### src/rtl/btb_pkg.sv
package btb_pkg;
  // Strobes from control to datapath, one per action in a cycle
  typedef struct packed {
    logic redirect;   // load pc from execute, bump epoch
    logic toTarget;   // redirect goes to branch target (else fall-through)
    logic tblWrite;   // record branch in table
    logic advance;    // normal fetch progression
  } ctl_t;
endpackage

### src/rtl/btb_control.sv
module btb_control #(
  parameter int EP_W = 2
) (
  input  logic            fetchEn,
  input  logic            exValid,
  input  logic            exPredTaken,
  input  logic            exTaken,
  input  logic [EP_W-1:0] exEpoch,
  input  logic [EP_W-1:0] curEpoch,
  output btb_pkg::ctl_t   ctl
);
  logic liveRes;
  logic wrongDir;

  always_comb begin
    liveRes      = exValid && (exEpoch == curEpoch);
    wrongDir     = liveRes && (exPredTaken != exTaken);
    ctl.redirect = wrongDir;
    ctl.toTarget = wrongDir && exTaken;
    ctl.tblWrite = wrongDir && exTaken;
    ctl.advance  = fetchEn && !wrongDir;
  end
endmodule

### src/rtl/btb_datapath.sv
module btb_datapath #(
  parameter int              PC_W     = 32,
  parameter int              ENTRIES  = 8,
  parameter int              EP_W     = 2,
  parameter logic [PC_W-1:0] RESET_PC = '0
) (
  input  logic            clk,
  input  logic            rstN,
  input  btb_pkg::ctl_t   ctl,
  input  logic [PC_W-1:0] exPcPlus4,
  input  logic [PC_W-1:0] exTarget,
  output logic [PC_W-1:0] pcQ,
  output logic            lookupHit,
  output logic [EP_W-1:0] epochQ
);
  localparam int IDX_W = $clog2(ENTRIES);
  localparam logic [PC_W-1:0] STEP = PC_W'(4);

  logic [ENTRIES-1:0] validQ;
  logic [PC_W-1:0]    tagQ [ENTRIES];
  logic [PC_W-1:0]    tgtQ [ENTRIES];

  logic [PC_W-1:0]  lkPc4;
  logic [IDX_W-1:0] lkIdx;
  logic [IDX_W-1:0] wrIdx;
  logic [PC_W-1:0]  pcNext;

  always_comb begin
    lkPc4     = pcQ + STEP;
    lkIdx     = lkPc4[IDX_W+1:2];
    wrIdx     = exPcPlus4[IDX_W+1:2];
    lookupHit = validQ[lkIdx] && (tagQ[lkIdx] == lkPc4);
  end

  for (genvar g = 0; g < ENTRIES; g++) begin : gSlot
    always_ff @(posedge clk) begin
      if (!rstN)
        validQ[g] <= 1'b0;
      else if (ctl.tblWrite && (wrIdx == IDX_W'(g)))
        validQ[g] <= 1'b1;
    end
    always_ff @(posedge clk) begin
      if (ctl.tblWrite && (wrIdx == IDX_W'(g))) begin
        tagQ[g] <= exPcPlus4;
        tgtQ[g] <= exTarget;
      end
    end
  end

  always_comb begin
    if (ctl.redirect)
      pcNext = ctl.toTarget ? exTarget : exPcPlus4;
    else if (ctl.advance)
      pcNext = lookupHit ? tgtQ[lkIdx] : lkPc4;
    else
      pcNext = pcQ;
  end

  always_ff @(posedge clk) begin
    if (!rstN) begin
      pcQ    <= RESET_PC;
      epochQ <= '0;
    end else begin
      pcQ <= pcNext;
      if (ctl.redirect)
        epochQ <= epochQ + EP_W'(1);
    end
  end
endmodule

### src/rtl/btb_predictor.sv
module btb_predictor #(
  parameter int              PC_W     = 32,
  parameter int              ENTRIES  = 8,
  parameter int              EP_W     = 2,
  parameter logic [PC_W-1:0] RESET_PC = '0
) (
  input  logic            clk,
  input  logic            rstN,
  input  logic            fetchEn,
  output logic [PC_W-1:0] fetchPc,
  output logic            fetchHit,
  output logic [EP_W-1:0] fetchEpoch,
  input  logic            exValid,
  input  logic            exPredTaken,
  input  logic            exTaken,
  input  logic [EP_W-1:0] exEpoch,
  input  logic [PC_W-1:0] exPcPlus4,
  input  logic [PC_W-1:0] exTarget,
  output logic            mispredict
);
  btb_pkg::ctl_t ctl;

  btb_control #(.EP_W(EP_W)) uCtl (
    .fetchEn    (fetchEn),
    .exValid    (exValid),
    .exPredTaken(exPredTaken),
    .exTaken    (exTaken),
    .exEpoch    (exEpoch),
    .curEpoch   (fetchEpoch),
    .ctl        (ctl)
  );

  btb_datapath #(
    .PC_W(PC_W), .ENTRIES(ENTRIES), .EP_W(EP_W), .RESET_PC(RESET_PC)
  ) uDp (
    .clk      (clk),
    .rstN     (rstN),
    .ctl      (ctl),
    .exPcPlus4(exPcPlus4),
    .exTarget (exTarget),
    .pcQ      (fetchPc),
    .lookupHit(fetchHit),
    .epochQ   (fetchEpoch)
  );

  assign mispredict = ctl.redirect;
endmodule

### config.mk
export PLATFORM = sky130hd
export DESIGN_NAME = btb_predictor
export DESIGN_NICKNAME = d
export VERILOG_FILES = /design/src/rtl/btb_pkg.sv /design/src/rtl/btb_control.sv /design/src/rtl/btb_datapath.sv /design/src/rtl/btb_predictor.sv
export SDC_FILE = /design/constraint.sdc
export NUM_CORES = 1
export LEC_CHECK = 0
export CORE_UTILIZATION = 50
export CTS_BUF_LIST = sky130_fd_sc_hd__clkbuf_8
export DETAILED_ROUTE_END_ITERATION = 7
export PLACE_DENSITY = 0.76
export SLEW_MARGIN = 15
export SYNTH_ARGS = -nofsm -noshare
export SYNTH_HDL_FRONTEND = slang
export SYNTH_SLANG_ARGS = --single-unit
### constraint.sdc
create_clock -name clk -period 8.87 [get_ports clk]
set_input_delay 0.887 -clock clk [delete_from_list [all_inputs] [get_ports clk]]
set_output_delay 0.887 -clock clk [all_outputs]
set_load 0.01 [all_outputs]
Yosys cells after proc, flatten, opt, wreduce, memory -nomap -nowiden
Memory sizes are Yosys's and may differ from the RTL's.
Cells that the tools add are included.
- eq/ne operators: 10
- div/mod/pow operators: 0
- reduce and logical (&&, ||, !) cells: 30
- $lt $le $gt $ge: 1
- $mul: 0
- add/subtract/negate cells: 2
- muxes and demuxes: 64
- shifts and indexed selects: 0
- bitwise logic cells: 0
- operator list (cell ; number):
    32-bit two-way mux ; 18
    32-bit OR reduction ; 14
    3-bit two-way mux ; 14
    32-bit by 3-bit adder with 32-bit output, second input constant ; 1
    32-bit equality test ; 1
    1-bit two-way mux ; 31
    1-bit logical AND ; 13
    3-bit equality test, second input constant ; 4
    3-bit by 2-bit equality test with 1-bit output, second input constant ; 2
    3-bit by 4-bit less-than comparator with 1-bit output, second input constant ; 1
    1-bit binary-select mux with 3-bit select ; 1
    3-bit by 1-bit equality test with 1-bit output, second input constant ; 1
    3-bit zero test ; 1
    2-bit by 1-bit adder with 2-bit output, second input constant ; 1
    2-bit equality test ; 1
    2-bit nonzero test ; 1
    1-bit zero test ; 1
    1-bit inequality test ; 1
- word-level logic and storage cells: 119
- flip-flop bits (word level): 42
- input bits: 72
- bits in latches: 0
- bits in writable memories: 512
- output and inout port bits: 36
- ROM bits: 0
- memories: 2
- memory list (memory ; words ; width ; rd ports ; clocked after memory_dff ; wr ports ; line ; text):
    uDp.tagQ ; 8 ; 32 ; 1 ; 0 ; 1 ; btb_datapath.sv:20 ; logic [PC_W-1:0] tagQ [ENTRIES];
    uDp.tgtQ ; 8 ; 32 ; 1 ; 0 ; 1 ; btb_datapath.sv:21 ; logic [PC_W-1:0] tgtQ [ENTRIES];

Depth between registers and ports, before layout
- depth after elaboration: 15
- gate-level depth with buffers: 17
- mapped depth without buffers: 11

By module
Synthesis repeated with hierarchy kept, for this count alone.
- cell total of the unflattened synthesis: 1444
- area total of the unflattened synthesis: 23642.7 um^2
- by module, submodules not included (module ; seq. area each (um^2) ; area an instance (um^2) ; cells each ; times used):
    btb_datapath ; 16215.6 ; 23567.6 ; 1434 ; 1
    btb_control ; 0.0 ; 75.1 ; 10 ; 1

Least setup slack after synthesis
Ideal clock, no wire load.
- path type: input-to-reg
- from: input exTaken
- to: memory uDp.tagQ[4][0], enable pin
- slack: 1.679 ns
- data required time: 8.302 ns
- setup time: 0.568 ns
- arrival: 6.623 ns
- path buffers: 3
- stages on the path: 8
- path through: clkbuf_1 xor2_1 nand4_1 clkbuf_1 inv_1 clkbuf_1 nand3_1 nor3_1
- word-level cells in the longest chain between the ends: 14
- elaborated cells between the ends (all ways): 48
- those cells by class: 1 x eq/ne; 30 x mux; 17 x reduce/logical
- ends and longest elaborated chain (item ; line ; text):
    start, declared ; btb_predictor.sv:15 ; input logic exTaken,
    1-bit inequality test ; btb_control.sv:17 ; wrongDir = liveRes && (exPredTaken != exTaken);
    1-bit logical AND ; btb_control.sv:17 ;
    1-bit logical AND (*) ; btb_control.sv:20 ; ctl.tblWrite = wrongDir && exTaken;
    1-bit logical AND ; btb_datapath.sv:43 ; if (ctl.tblWrite && (wrIdx == IDX_W'(g))) begin
    1-bit two-way mux ; btb_datapath.sv:43 ;
    1-bit two-way mux (implied by the code) ; btb_datapath.sv:44 ; tagQ[g] <= exPcPlus4;
    32-bit OR reduction (no line) ; - ;
    3-bit two-way mux (no line) or 1-bit two-way mux (tied branches) (7 in series) ; - ;
    end, declared ; btb_datapath.sv:20 ;
Every way passes the cells marked *; elsewhere a longest branch is shown, timed or not.

Final worst setup path
- from: register uDp.pcQ[2]
- to: output fetchHit
- word-level cells in the longest chain between the ends: 4
- elaborated cells between the ends (all ways): 6
- those cells by class: 1 x add/sub; 1 x eq/ne; 2 x mux; 1 x reduce/logical; 1 x memory
- ends and longest elaborated chain (item ; line ; text):
    start, declared ; btb_datapath.sv:12 ; output logic [PC_W-1:0] pcQ,
    start signal, assigned ; btb_datapath.sv:64 ; pcQ <= pcNext;
    32-bit by 3-bit adder with 32-bit output (*) ; btb_datapath.sv:29 ; lkPc4 = pcQ + STEP;
    memory 8 x 32 bit or 1-bit binary-select mux with 3-bit select (tied branches) ; - ;
    32-bit equality test or 1-bit two-way mux (tied branches) ; btb_datapath.sv:32 ; lookupHit = validQ[lkIdx] && (tagQ[lkIdx] == lkPc4);
    1-bit logical AND (*) ; btb_datapath.sv:32 ;
    end, declared ; btb_predictor.sv:11 ; output logic fetchHit,
Every way passes the cells marked *; elsewhere a longest branch is shown, timed or not. The select of a mux whose other input is x is not followed.

==> impl_results.md <==
* Period utilization at 0.781
* Status: finished, violations left
* Adder-cell share of the synthesized area at 0.000528
* Largest net degree at the start of global routing at a little over 90
* Ys async rst share at 0
* Tmin final at ~6900 ps
* Power per cell area at ~200 nW/um^2
* Post-CTS Resized at 0
* CTS buffer count at 86
* Required @ worst endpoint at between 7000 and 8000 ps
* Syn-to-layout area delta at 13.6%
* RSZ-0062 raised after global routing: false
* Vias in the first global route at 14323
* IO buf count at roughly 110
* Crit Path Class: register to output pin
* Final hold slack at 460 ps
* Reg2Reg Setup Slack at slightly below 3000 ps
* Worst-path clk slew at 60 ps
* P_leak at between 8 and 9 nW
* Count of warnings emitted by yosys at 0
* Largest family of logic cells by synthesized area: multiplexers
* Chip width at 220 um
* Initial antenna violation count at 2
* Vias per cell at between 6 and 7
* Dpl hpwl at about 36000 um
* Mean Syn Cell Area at between 15 and 20 um^2
* Dominant synthesized flop cell: edfxtp_1
* CP Launch Type: register
* Final instance area at 26900 um^2
* Post-synthesis simple-gate area fraction at 0.0897
* Global-route wire length before repair at 88900 um
* Post-synth cell types at 72
* Crit path DAT at 6040 ps
* Failing checks: design-rule violations
* Top Ports at approximately 110
* Hold Buf Count CTS at 0
* Placement row count at 79
* Syn Nets at between 1500 and 2000
* Total GRT Usage at 0.255
* Initial core utilization at 0.508
* CTS root buf: clkbuf_8
* Final Skew at ~20 ps
* Layout cells sized above 1 at 0.180
* Gpl congestion at 0.941
* Final ANT Viol Nets at 0
* Clock buffer depth at 3
* Crit path max fanout at 48
* Share of synthesized area spent on multiplexers at 0.135
* VDD IR-drop max at 0.149 mV
* Post-synthesis compound-gate area fraction at 0.0476
* Worst hold path depth at 1
* Grt total ovfl at 0
* Nets at 1656
* Initial DRC Count at around 1600
* FMAX at 144 MHz
* Hold Path Origin: uDp.validQ[6]
* Seq/Total Area, Yosys at 0.685
* # Post-CTS Setup Buffers at 0
* DRC at 10
* Cell area after synthesis at ~24000 um^2
* Area share of xor/xnor cells in the synthesized design at 0.0217
* Slowest cell on crit path: dfxtp_4
* H-tree depth at 3
* Worst slack, placed at 2620 ps
* # diodes at 0
* R2R depth at 13
* Post-DP Area at 25300 um^2
* Setup Viol. Count Final at 0
* FF-to-FF Start: uDp.pcQ[2]
* Filler instances at between 3000 and 4000
* CTS tree: done
* Crit path largest cell delay at 970 ps
* Drt first pass iters at 8
* Clk sinks at between 500 and 600
* Final WL at around 60000 um
* Total number of vias at 14080
* Crit end category: output pin
* Most used cell, CP: buf_4
* Die area at around 48000 um^2
* Setup WS post-layout at between 1500 and 2000 ps
* Height of the die at around 220 um
* Latest clock arrival within the worst-skew pair at approximately 660 ps
* TNS Setup at 0 ps
* Placeable Area at between 40000 and 50000 um^2
* Worst Max-Slew Pin Slew at 1170 ps
* Slew margin rel. at 0.220
* Type of the tightest min-delay check: register to register
* FF-to-FF End: uDp.pcQ[5]
* Wire per inst at approximately 26 um
* Hold endpoint: uDp.validQ[6]
* MaxCap Viol Count at 0
* Mapped Cells at 1457
* Flops & latches, synth at approximately 550
* Cells along the critical path: ha_4, xor2_4, buf_4, mux4_2, mux2i_1, o21bai_1, a41o_1, a2111oi_4, nand2_2, nor4_4, buf_4, clkdlybuf4s50_1
* Final Hold Viols at 0
* Final Max Slew Viols at 0
* Post-synth EDFFs at ~510
[synth_stat cells, types with 12 or more instances]
library cell	instances	share of area
a21oi_1	38	0.0080
buf_2	29	0.0061
clkbuf_1	44	0.0070
dfxtp_1	42	0.035
edfxtp_1	512	0.65
mux2_2	42	0.020
mux2i_1	59	0.025
mux4_2	95	0.090
nand2_1	106	0.017
nand3_1	19	0.0040
nand3b_1	24	0.0076
nand4_1	26	0.0069
nor2_1	51	0.0081
nor3_1	42	0.0089
nor3b_1	43	0.014
nor4_1	14	0.0037
o211ai_1	12	0.0038
o21ai_0	42	0.0089
xnor2_1	31	0.011
xor2_1	18	0.0067
[cell families after synthesis]
family	after synthesis
simple gates	385
fa+ha+maj	1
xor+xnor	53
buf+inv	102
compound gates	166
flops	554
mux	196
[cell type report]
cell class | count | area [um^2] | area share
Timing Repair Buffer | 134 | 1270 | 0.0471
Sequential cell | 554 | 16200 | 0.602
Inverter | 6 | 22.5 | 0.000837
Clock buffer | 91 | 1250 | 0.0465
Clock inverter | 68 | 319 | 0.0119
Tap cell | 607 | 759 | 0.0282
Multi-Input combinational cell | 801 | 7080 | 0.263
[worst max-delay path, delay by kind of cell, from the launching register on]
kind / cells / cell delay [ps]
adders and majority gates: 1 / 370
buffers and inverters: 3 / 1260
and+or+nand+nor: 2 / 620
AOI/OAI and AO/OA: 3 / 860
xor gates and xnor gates: 1 / 570
muxes: 2 / 720
DFF: 1 / 970
[through the flow]
stage           util  total power [mW]  cells
3_3_place_gp   0.543              3.60   2102
4_1_cts        0.577              5.55   2261
6_report       0.577              5.52   2261
2_1_floorplan      -              3.39   1457
3_5_place_dp   0.543              3.61   2102
5_1_grt        0.577              5.70   2261
[flip-flops by register name, indices dropped and copies added (netlist names)]
| signal | cells |
|---|---|
| uDp.validQ | 8 |
| uDp.pcQ | 32 |
| uDp.tgtQ | 256 |
| uDp.epochQ | 2 |
| uDp.tagQ | 256 |
[metal layers]
layer  global-route usage  up-vias  part of all wire
met4                0.104        2             0.034
met1                0.336     7111              0.39
li1                     -     6075                 -
met2                0.405      754              0.48
met3               0.0654      138              0.10
met5                    0        -           0.00022
[power breakdown]
group          switching (mW)  internal (mW)  total [mW]
clock                   0.974          0.983        1.96
combinational           0.378          0.283       0.662
sequential             0.0351           2.87        2.90
total                    1.39           4.13        5.52
[worst max path at each step]
stage,start,end,slack [ps],cells past startpoint
floorplan,exTaken,uDp.tagQ[4][0],1680,8
global placement,uDp.pcQ[2],fetchHit,2720,11
detailed placement,uDp.pcQ[2],fetchHit,2620,12
CTS,uDp.pcQ[2],fetchHit,1890,12
global route,uDp.pcQ[2],fetchHit,1590,12
finish,uDp.pcQ[2],fetchHit,1950,12
[cell usage in the layout, fill, tap and decap left out, types with 6 or more instances in the layout]
cell type / n
a21oi_1: 38
o311ai_0: 7
xnor2_1: 31
o31ai_1: 9
o21a_1: 8
nand2b_1: 7
nor2_1: 45
a31oi_1: 6
mux4_2: 95
buf_4: 27
o2111ai_1: 9
nand2_1: 106
and3_1: 7
clkbuf_8: 91
inv_1: 48
o211ai_1: 12
clkdlybuf4s50_1: 106
nand3b_1: 24
and2_1: 8
mux2_2: 42
clkinv_1: 14
nor4_1: 14
dfxtp_1: 41
nor3b_1: 43
o21ai_0: 42
xor2_1: 17
nor3_1: 40
mux2i_1: 59
nor2_4: 7
edfxtp_1: 512
a41o_1: 6
nand4_1: 26
nand3_1: 19
(Power assumes the default switching activity.)
